$ cat config.mk
export PLATFORM = sky130hd
export DESIGN_NAME = edge_count_timer
export DESIGN_NICKNAME = d
export VERILOG_FILES = /design/src/rtl/ect_pkg.sv /design/src/rtl/ect_edge_qual.sv /design/src/rtl/ect_counter.sv /design/src/rtl/ect_status.sv /design/src/rtl/edge_count_timer.sv
export SDC_FILE = /design/constraint.sdc
export NUM_CORES = 1
export LEC_CHECK = 0
export BUFFER_PORTS_ARGS = -buffer_cell sky130_fd_sc_hd__buf_2
export CORE_ASPECT_RATIO = 0.9
export CORE_UTILIZATION = 50
export CTS_BUF_LIST = sky130_fd_sc_hd__clkbuf_8 sky130_fd_sc_hd__clkbuf_16
export CTS_CLUSTER_DIAMETER = 40
export CTS_CLUSTER_SIZE = 16
export DETAILED_ROUTE_END_ITERATION = 6
export PLACE_DENSITY = 0.78
export SLEW_MARGIN = 20
export SYNTH_ARGS = -nofsm -noshare
export SYNTH_HDL_FRONTEND = slang
export SYNTH_HIERARCHICAL = 1
export SYNTH_SLANG_ARGS = --single-unit
$ cat constraint.sdc
create_clock -name clk -period 3.9 [get_ports clk]
set_input_delay 0.39 -clock clk [delete_from_list [all_inputs] [get_ports clk]]
set_output_delay 0.39 -clock clk [all_outputs]
set_load 0.01 [all_outputs]
$ cat src/rtl/ect_pkg.sv
package ect_pkg;

   typedef enum logic [1:0] {
      EDGE_RISE  = 2'b00,
      EDGE_FALL  = 2'b01,
      EDGE_BOTH  = 2'b10,
      EDGE_BOTH2 = 2'b11
   } edge_sel_e;

   function automatic logic edge_pass(input edge_sel_e sel, input logic rise, input logic fall);
      case (sel)
         EDGE_RISE: edge_pass = rise;
         EDGE_FALL: edge_pass = fall;
         default:   edge_pass = rise | fall;
      endcase
   endfunction

endpackage

$ cat src/rtl/ect_edge_qual.sv
module ect_edge_qual #(
   parameter int SYNC_STAGES = 2
) (
   input  logic clk,
   input  logic rst_n,
   input  logic in_async,
   output logic rise_q,
   output logic fall_q
);

   generate
      if (SYNC_STAGES < 2) begin : g_bad_sync
         $error("ect_edge_qual: SYNC_STAGES must be at least 2");
      end
   endgenerate

   logic [SYNC_STAGES-1:0] sync_r;
   logic                   smp;
   logic                   smp_d;
   logic                   level_q;

   generate
      for (genvar i = 0; i < SYNC_STAGES; i++) begin : g_sync
         if (i == 0) begin : g_first
            always_ff @(posedge clk or negedge rst_n) begin
               if (!rst_n) sync_r[0] <= 1'b0;
               else        sync_r[0] <= in_async;
            end
         end else begin : g_next
            always_ff @(posedge clk or negedge rst_n) begin
               if (!rst_n) sync_r[i] <= 1'b0;
               else        sync_r[i] <= sync_r[i-1];
            end
         end
      end
   endgenerate

   assign smp = sync_r[SYNC_STAGES-1];

   // a level change is accepted once two successive samples agree on it
   assign rise_q = !level_q &&  smp &&  smp_d;
   assign fall_q =  level_q && !smp && !smp_d;

   always_ff @(posedge clk or negedge rst_n) begin
      if (!rst_n) begin
         smp_d   <= 1'b0;
         level_q <= 1'b0;
      end else begin
         smp_d <= smp;
         if (rise_q)      level_q <= 1'b1;
         else if (fall_q) level_q <= 1'b0;
      end
   end

   p_rise_then_no_fall_r4: assert property (@(posedge clk) disable iff (!rst_n)
      rise_q |=> !fall_q && !rise_q);
   p_fall_then_no_rise_r4: assert property (@(posedge clk) disable iff (!rst_n)
      fall_q |=> !rise_q && !fall_q);

endmodule

$ cat src/rtl/ect_counter.sv
module ect_counter
   import ect_pkg::*;
#(
   parameter int CNT_W = 16,
   parameter int PRE_W = 8
) (
   input  logic                     clk,
   input  logic                     rst_n,
   input  logic                     ctl_wr,
   input  logic                     ctl_en,
   input  logic                     ctl_up,
   input  logic [1:0]               ctl_edge,
   input  logic [CNT_W+PRE_W-1:0]   load_val,
   input  logic [CNT_W+PRE_W-1:0]   match_val,
   input  logic                     rise_q,
   input  logic                     fall_q,
   output logic                     run_en,
   output logic [CNT_W+PRE_W-1:0]   count,
   output logic                     match_evt
);

   localparam int TOT_W = CNT_W + PRE_W;

   generate
      if (CNT_W < 2) begin : g_bad_cnt
         $error("ect_counter: CNT_W must be at least 2");
      end
      if (PRE_W < 1) begin : g_bad_pre
         $error("ect_counter: PRE_W must be at least 1");
      end
   endgenerate

   logic [TOT_W-1:0] cnt_q;
   logic [TOT_W-1:0] cnt_nxt;
   logic             en_q;
   logic             up_q;
   edge_sel_e        sel_q;
   logic             step;

   assign step      = en_q && !ctl_wr && edge_pass(sel_q, rise_q, fall_q);
   assign cnt_nxt   = up_q ? cnt_q + 1'b1 : cnt_q - 1'b1;
   assign match_evt = step && (cnt_nxt == match_val);

   always_ff @(posedge clk or negedge rst_n) begin
      if (!rst_n) begin
         cnt_q <= '0;
         en_q  <= 1'b0;
         up_q  <= 1'b0;
         sel_q <= EDGE_RISE;
      end else if (ctl_wr) begin
         en_q  <= ctl_en;
         up_q  <= ctl_up;
         sel_q <= edge_sel_e'(ctl_edge);
         if (ctl_en) cnt_q <= ctl_up ? '0 : load_val;
      end else if (step) begin
         if (match_evt) begin
            cnt_q <= up_q ? '0 : load_val;
            if (!up_q) en_q <= 1'b0;
         end else begin
            cnt_q <= cnt_nxt;
         end
      end
   end

   assign run_en = en_q;
   assign count  = cnt_q;

   p_enable_load_r2: assert property (@(posedge clk) disable iff (!rst_n)
      ctl_wr && ctl_en |=> en_q && (cnt_q == ($past(ctl_up) ? '0 : $past(load_val))));
   p_step_up_r5: assert property (@(posedge clk) disable iff (!rst_n)
      step && up_q && !match_evt |=> cnt_q == $past(cnt_q) + 1'b1);
   p_step_down_r5: assert property (@(posedge clk) disable iff (!rst_n)
      step && !up_q && !match_evt |=> cnt_q == $past(cnt_q) - 1'b1);
   p_down_stop_r6: assert property (@(posedge clk) disable iff (!rst_n)
      match_evt && !up_q |=> !en_q && cnt_q == $past(load_val));
   p_up_wrap_r7: assert property (@(posedge clk) disable iff (!rst_n)
      match_evt && up_q |=> en_q && cnt_q == '0);
   p_idle_hold_r12: assert property (@(posedge clk) disable iff (!rst_n)
      !en_q && !ctl_wr |=> $stable(cnt_q) && !en_q);

endmodule

$ cat src/rtl/ect_status.sv
module ect_status (
   input  logic clk,
   input  logic rst_n,
   input  logic match_evt,
   input  logic irq_mask,
   input  logic irq_clr,
   output logic raw_match,
   output logic irq,
   output logic dma_trig
);

   logic raw_q;
   logic dma_q;

   always_ff @(posedge clk or negedge rst_n) begin
      if (!rst_n) begin
         raw_q <= 1'b0;
         dma_q <= 1'b0;
      end else begin
         // a set in the same cycle as a clear wins
         raw_q <= match_evt | (raw_q & ~irq_clr);
         dma_q <= match_evt;
      end
   end

   assign raw_match = raw_q;
   assign irq       = raw_q & irq_mask;
   assign dma_trig  = dma_q;

   p_raw_hold_r8: assert property (@(posedge clk) disable iff (!rst_n)
      raw_q && !irq_clr |=> raw_q);
   p_raw_drop_r8: assert property (@(posedge clk) disable iff (!rst_n)
      raw_q && irq_clr && !match_evt |=> !raw_q);
   p_dma_with_raw_r10: assert property (@(posedge clk) disable iff (!rst_n)
      dma_q |-> raw_q);
   p_dma_single_r10: assert property (@(posedge clk) disable iff (!rst_n)
      dma_q |=> !dma_q);

endmodule

$ cat src/rtl/edge_count_timer.sv
module edge_count_timer #(
   parameter int CNT_W       = 16,
   parameter int PRE_W       = 8,
   parameter int SYNC_STAGES = 2
) (
   input  logic                   clk,
   input  logic                   rst_n,
   input  logic                   in_cap,
   input  logic                   ctl_wr,
   input  logic                   ctl_en,
   input  logic                   ctl_up,
   input  logic [1:0]             ctl_edge,
   input  logic [CNT_W-1:0]       load_lo,
   input  logic [PRE_W-1:0]       load_pre,
   input  logic [CNT_W-1:0]       match_lo,
   input  logic [PRE_W-1:0]       match_pre,
   input  logic                   irq_mask,
   input  logic                   irq_clr,
   output logic                   run_en,
   output logic [CNT_W+PRE_W-1:0] count,
   output logic                   raw_match,
   output logic                   irq,
   output logic                   dma_trig
);

   localparam int TOT_W = CNT_W + PRE_W;

   logic             rise_q;
   logic             fall_q;
   logic             match_evt;
   logic [TOT_W-1:0] load_val;
   logic [TOT_W-1:0] match_val;

   assign load_val  = {load_pre, load_lo};
   assign match_val = {match_pre, match_lo};

   ect_edge_qual #(.SYNC_STAGES(SYNC_STAGES)) i_qual (
      .clk      (clk),
      .rst_n    (rst_n),
      .in_async (in_cap),
      .rise_q   (rise_q),
      .fall_q   (fall_q)
   );

   ect_counter #(.CNT_W(CNT_W), .PRE_W(PRE_W)) i_cnt (
      .clk       (clk),
      .rst_n     (rst_n),
      .ctl_wr    (ctl_wr),
      .ctl_en    (ctl_en),
      .ctl_up    (ctl_up),
      .ctl_edge  (ctl_edge),
      .load_val  (load_val),
      .match_val (match_val),
      .rise_q    (rise_q),
      .fall_q    (fall_q),
      .run_en    (run_en),
      .count     (count),
      .match_evt (match_evt)
   );

   ect_status i_stat (
      .clk       (clk),
      .rst_n     (rst_n),
      .match_evt (match_evt),
      .irq_mask  (irq_mask),
      .irq_clr   (irq_clr),
      .raw_match (raw_match),
      .irq       (irq),
      .dma_trig  (dma_trig)
   );

   p_match_sets_flag_r8: assert property (@(posedge clk) disable iff (!rst_n)
      match_evt |=> raw_match && dma_trig);

endmodule

==> flow_metrics.py, run 1 <==
metrics = {
    "outcome": {
        "status": "complete, but fails checks",
        "violations": "DRC, setup timing",
    },
    "power_and_ir_drop": {
        "vdd_drop_max_mv": 0.340,
        "power_per_cell_area_nw_per_um2": 634,
        "total_power_mw": 3.73,
        "p_clk_frac": 0.110,
        "p_int_mw": 2.04,
        "switching_power_mw": 1.69,
        "power_frac_comb": 0.748,
        "seqPwrFrac": 0.142,
        "p_sw_frac": 0.452,
        "p_leak_nw": 2.79,
    },
    "die": {
        "start_util": 0.515,
        "ios": 86,
        "die_area_um2": 8630,
        "core_um2": 8030,
        "die_y_um": 88.2,
        "die_x_um": 97.8,
        "rows": 31,
    },
    "cts": {
        "insertion_delay_ns": 0.30,
        "cts_inserted_buffers": 5,
        "htreeDepth": 2,
        "cts.sinks": 34,
        "cts_tree": "done",
        "cts_root_buf": "clkbuf_8",
        "clkTransAtPathRegs_ns": 0.08,
        "ctsLongestPathBuffers": 2,
        "postCtsHoldBufs": 0,
    },
    "grt": {
        "grt_max_degree": 35,
        "grt_antenna_before_repair": 0,
        "track_usage": 0.363,
        "grt_pass1_wl_mm": 24.5,
        "grt_overflow": 0,
        "first_global_vias": 4771,
    },
    "setup_path": {
        "cp-end-kind": "register",
        "regToRegSetupSlack_ns": -0.12,
        "setup.worst_path.start": "i_cnt/up_q$_DFFE_PN0P_",
        "crit_buf_inv": 4,
        "path_class": "reg -> reg",
        "cp-start-kind": "register",
        "timing.rr.start": "i_cnt/up_q$_DFFE_PN0P_",
        "critPathTopFamily": "simple AND/OR/NAND/NOR gates",
        "crit_slowest_cell": "or4_4",
        "crit_chain": "clkinvlp_4 > buf_12 > buf_8 > ha_1 > nand2_1 > o21ai_0 > nand3b_1 > o211ai_1 > or4_4 > or4b_4 > nor4_4 > and4_4 > clkbuf_16 > mux2_4 > o21ai_1",
        "crit_arrival_ns": 4.24,
        "crit_fanout": 9,
        "cp.required_ns": 4.13,
        "cpPeakStageDelay_ns": 0.55,
    },
    "synth": {
        "ys_seq_area_frac": 0.206,
        "synth-main-ff-cell": "dfrtp_1",
        "synth-seq-cells": 34,
        "avgSynthCellArea_um2": 8.05,
        "yosys.area.top_type": "dfrtp_1",
        "synthSimpleGateAreaFrac": 0.235,
        "syn-num-nets": 594,
        "syn_area_um2": 4130,
        "async_reset_ff_frac": 1.00,
        "synth_xor_xnor_area_share": 0.104,
        "synth_area_leaders": "dfrtp_1 21%, a21oi_1 6.7%, ha_1 6.7%, xnor2_1 5.3%, nand2_1 3.9%",
        "ys_warn_count": 6,
        "synthMuxAreaShare": 0.0451,
        "synth_cell_types": 75,
        "synth_compound_area_frac": 0.288,
        "yosys.area.top_type_share": 0.206,
        "syn_inst": 513,
        "synth-adder-area-share": 0.0742,
        "synth_edf_count": 0,
        "synth_top_family_by_area": "compound AO/OA/AOI/OAI gates",
    },
    "run": {
        "cap_viol_max_count": 0,
    },
    "finish": {
        "final_nets": 771,
        "layout-drive-gt1-share": 0.386,
        "fillerInstances": 583,
        "final_common_cell": "buf_4",
        "fin_cells": 790,
        "final_cell_mix": "109 x buf_4, 85 x buf_2, 50 x a21oi_1",
        "fin_area_um2": 5890,
        "antennaDiodeCount": 0,
        "syn2layout_area_growth_pct": 42.6,
    },
    "placement": {
        "gp_congestion": 1.05,
        "placed_cell_area_um2": 5310,
        "place_ws_ns": -0.246,
        "dp_cells": 767,
        "port_buffers": 85,
        "dp_hpwl_mm": 11.7,
    },
    "timing": {
        "setup_viol": 22,
        "worst_pin_slew_ns": 0.819,
        "hold_violations": 0,
        "rsz0062_at_grt": "yes",
        "max_slew_margin": 0.454,
        "finalCriticalPeriod_ns": 4.02,
        "holdWs_ns": 0.183,
        "report.final.slew_viol_count": 0,
        "period_share": 1.03,
        "setup_slack_ns": -0.118,
        "clock_skew_ns": 0.00783,
        "fmax_mhz": 249,
    },
    "min_path": {
        "min_path_type": "in -> async",
    },
    "detailed_routing": {
        "drc": 4,
        "vias": 5067,
        "drt_iter0_markers": 555,
        "routed_wl_mm": 15.8,
        "drtPass1Iterations": 7,
        "via_per_inst": 6.41,
        "postRouteAntennaNets": 0,
        "wl_per_cell_um": 20.0,
    },
}
state kept, by name (all words and copies together) (netlist names):
name,cells
i_cnt/count,24
i_cnt/run_en,1
i_cnt/sel_q,2
i_cnt/up_q,1
i_qual/level_q,1
i_qual/smp,1
i_qual/smp_d,1
i_qual/sync_r,1
i_stat/dma_trig,1
i_stat/raw_match,1
layer usage:
layer | GRT usage | up-vias | share of wire
li1 | - | 2299 | -
met3 | 0.0616 | 68 | 0.10
met1 | 0.498 | 2381 | 0.42
met2 | 0.594 | 319 | 0.45
met4 | 0.106 | 0 | 0.029
met5 | 0 | - | 0
kinds of logic after synthesis:
| group | after synthesis |
|---|---|
| AOI/OAI and AO/OA | 177 |
| xor gates and xnor gates | 41 |
| adders and majority gates | 24 |
| buffers and inverters | 41 |
| DFF | 34 |
| muxes | 18 |
| and+or+nand+nor | 178 |
path summary, 6_finish.rpt:
path,endpoint,depth (start not counted)
min in group clk,i_qual/sync_r[0]$_DFF_PN0_,1
min reg2reg,i_qual/smp$_DFF_PN0_,0
min,i_stat/dma_trig$_DFF_PN0_,1
max reg2reg,i_cnt/count[4]$_DFFE_PN0P_,15
max in group asynchronous,i_qual/smp$_DFF_PN0_,1
max,i_cnt/count[4]$_DFFE_PN0P_,15
what timing repair did:
action	in CTS	in global routing
gates cloned	0	1
pin swaps	16	11
buffers inserted	11	3
setup endpoints to repair	25	27
gates resized for setup	45	23
per-stage QoR:
stage          utilization  TNS, ns
6_report             0.734    -1.24
5_1_grt              0.734    -4.24
4_1_cts              0.718   -0.766
3_5_place_dp         0.661    -3.69
3_3_place_gp         0.661    -3.35
2_1_floorplan            -    -2.68
power by group through the flow:
stage	combinational, mW	clock [mW]	sequential, mW
after floorplan	1.36	0	0.530
after global placement	2.33	0	0.518
after detailed placement	2.38	0	0.521
after CTS	2.62	0.415	0.522
after global routing	2.98	0.427	0.534
final	2.79	0.409	0.530
layout make-up:
class,instances,area (um^2),share of cell area
clock inverters,3,68.8,0.0117
multi-input cells,438,3370,0.572
well taps,99,124,0.0210
clock buffers,5,68.8,0.0117
inverters,10,41.3,0.00701
flip-flops and latches,34,851,0.144
repair buffers,201,1370,0.232
synthesized netlist by cell type (6+ instances only):
library cell	instances
inv_1	10
and2_1	9
a211oi_1	10
o311ai_0	10
o21a_1	6
and3_1	18
nor2_1	25
nand3_1	16
nand2_1	43
dfrtp_1	34
o21ai_1	10
nand4_1	6
ha_1	22
a21oi_1	55
mux2i_1	13
xor2_1	11
a21o_1	11
nor3_1	12
xnor2_1	25
clkbuf_1	20
nor2b_1	13
nand2b_1	6
o21ai_0	22
No activity file was read; power rests on OpenSTA's default activity.
==> inputs of run 2 (changes only) <==
Settings changed: CORE_ASPECT_RATIO 0.9 to 1.5, SLEW_MARGIN 20 to not set.
Clock period 3.9 ns to 3.43 ns, I/O delays scaled along.
==> run 2 against run 1 <==
Compared with the run above: the run ends with setup timing left; combinational power increased by 39%; global-route usage increased by 4.5 points; fmax decreased by 2.2%; critical path depth increased by 1; critical endpoint is now i_cnt/count[3]$_DFFE_PN0P_; clock power increased by 48%; setup slack got worse by 0.56 ns; first-iteration DRC count decreased by 33%; non-clock buffer count increased by 85; power increased by 36%; die area about the same.
==> flow_metrics.py, run 2 (same netlist as run 1, synthesis figures left out) <==
metrics = {
    "die": {
        "core_um2": 8010,
        "die_y_um": 113,
        "rows": 40,
        "ios": 86,
        "die_x_um": 76.2,
        "start_util": 0.516,
        "die_area_um2": 8640,
    },
    "power_and_ir_drop": {
        "p_clk_frac": 0.119,
        "power_frac_comb": 0.766,
        "p_int_mw": 2.88,
        "seqPwrFrac": 0.115,
        "p_leak_nw": 3.26,
        "power_per_cell_area_nw_per_um2": 755,
        "switching_power_mw": 2.20,
        "vdd_drop_max_mv": 0.579,
        "p_sw_frac": 0.433,
    },
    "cts": {
        "cts_tree": "done",
        "cts.sinks": 34,
        "ctsLongestPathBuffers": 2,
        "htreeDepth": 2,
        "clkTransAtPathRegs_ns": 0.06,
        "cts_root_buf": "clkbuf_16",
        "cts_inserted_buffers": 5,
        "insertion_delay_ns": 0.29,
    },
    "finish": {
        "antennaDiodeCount": 0,
        "final_cell_mix": "193 x buf_4, 85 x buf_2, 46 x a21oi_1",
        "final_common_cell": "buf_4",
        "multi_input_area_um2": 3500,
        "fin_util": 0.840,
        "largest_reg_flops": 24,
        "final_nets": 857,
        "seqCellArea_um2": 852,
        "fillerInstances": 491,
        "fin_area_um2": 6730,
        "syn2layout_area_growth_pct": 62.9,
        "fin_cells": 882,
        "layout-drive-gt1-share": 0.485,
    },
    "detailed_routing": {
        "wl_per_cell_um": 21.5,
        "drtPass1Iterations": 5,
        "via_per_inst": 6.50,
        "routed_wl_mm": 18.9,
        "drt_iter0_markers": 374,
        "postRouteAntennaNets": 0,
        "vias": 5729,
        "drc": 0,
    },
    "min_path": {
        "min_path_type": "in -> async",
    },
    "setup_path": {
        "cp_common_cell": "buf_12",
        "crit_slowest_cell": "or4_4",
        "path_class": "reg -> reg",
        "crit_fanout": 7,
        "setup.worst_path.start": "i_cnt/up_q$_DFFE_PN0P_",
        "cp-start-kind": "register",
        "cp-end-kind": "register",
        "crit_chain": "buf_12 > clkinvlp_4 > buf_6 > ha_4 > o21a_1 > a21bo_2 > a21oi_2 > or3_1 > and3_1 > or4_4 > nor4b_4 > and4_4 > buf_12 > buf_4 > mux2i_1 > o21ai_1",
        "timing.rr.start": "i_cnt/up_q$_DFFE_PN0P_",
        "cp.required_ns": 3.59,
        "cpPeakStageDelay_ns": 0.51,
        "crit_arrival_ns": 4.27,
        "regToRegSetupSlack_ns": -0.68,
    },
    "placement": {
        "dp_cells": 851,
        "placed_cell_area_um2": 5960,
        "port_buffers": 85,
        "gp_congestion": 1.02,
        "dp_hpwl_mm": 12.9,
    },
    "timing": {
        "worst_pin_slew_ns": 0.853,
        "period_share": 1.20,
        "setup_slack_ns": -0.680,
        "clock_skew_ns": 0.00412,
        "holdWs_ns": 0.162,
        "finalCriticalPeriod_ns": 4.11,
        "hold_violations": 0,
        "report.final.slew_viol_count": 0,
        "finalSetupTns_ns": -15.70,
        "fmax_mhz": 243,
        "setup_viol": 27,
        "max_slew_margin": 0.432,
        "rsz0062_at_grt": "yes",
    },
    "grt": {
        "grt_max_degree": 35,
        "first_global_vias": 5527,
        "track_usage": 0.408,
        "grt_overflow": 0,
        "grt_pass1_wl_mm": 27.7,
        "grt_antenna_before_repair": 0,
    },
    "outcome": {
        "violations": "setup timing",
        "status": "complete, but fails checks",
    },
    "run": {
        "cap_viol_max_count": 0,
    },
}
run 2: changes by cell type in the layout (fill, tap and decap cells not counted), sizes merged:
| cell | delta |
|---|---|
| buf | +85 |
| clkinvlp | +1 |
run 2: layer usage:
metal,GRT usage,vias to the layer above,wire length (um)
li1,-,2476,-
met1,0.471,2728,6840
met2,0.726,396,9290
met3,0.0476,129,1410
met4,0.229,0,1390
met5,0,-,0
run 2: power groups by stage:
stage / Sequential [mW] / Combinational, mW / Clock (mW)
after floorplan: 0.609 / 1.57 / 0
after detailed placement: 0.571 / 3.16 / 0
after CTS: 0.571 / 3.51 / 0.609
after global routing: 0.590 / 4.09 / 0.627
final: 0.584 / 3.89 / 0.606
after global placement: 0.571 / 3.08 / 0
run 2: critical path: cells and delay by family, from the launching register on:
kind / cells / cell delay [ns]
AND/OR/NAND/NOR: 5 / 1.71
buffers and inverters: 5 / 0.70
AO/OA/AOI/OAI: 4 / 0.70
multiplexers: 1 / 0.20
flip-flops: 1 / 0.39
adder cells (fa/ha/maj): 1 / 0.26
run 2: worst paths after layout:
check / to / cells after the start
max: i_cnt/count[3]$_DFFE_PN0P_ / 16
min: i_cnt/count[1]$_DFFE_PN0P_ / 1
max reg2reg: i_cnt/count[3]$_DFFE_PN0P_ / 16
min reg2reg: i_qual/smp$_DFF_PN0_ / 0
max in group asynchronous: i_cnt/up_q$_DFFE_PN0P_ / 1
min in group clk: i_qual/sync_r[0]$_DFF_PN0_ / 1
run 2: area by class of cell:
cell class / count / share of cell area
inverter: 10 / 0.00613
multi-input combinational: 438 / 0.520
clock inverter: 3 / 0.0102
timing repair inverter: 1 / 0.00112
sequential: 34 / 0.127
tap: 105 / 0.0195
timing repair buffer: 286 / 0.298
clock buffer: 5 / 0.0186
run 2: timing repair:
| action | CTS | global route |
|---|---|---|
| setup endpoints to repair | 27 | 27 |
| buffers inserted | 20 | 6 |
| pin swaps | 12 | 22 |
| hold buffers | 0 | 0 |
| resized for setup | 36 | 49 |
| gates cloned | 1 | 1 |
run 2: through the flow:
step                      setup WS, ns  total power [mW]
final                           -0.680              5.08
after detailed placement        -0.897              3.73
after global placement          -0.799              3.65
after CTS                       -0.627              4.69
after floorplan                 -0.626              2.18
after global routing            -0.769              5.30
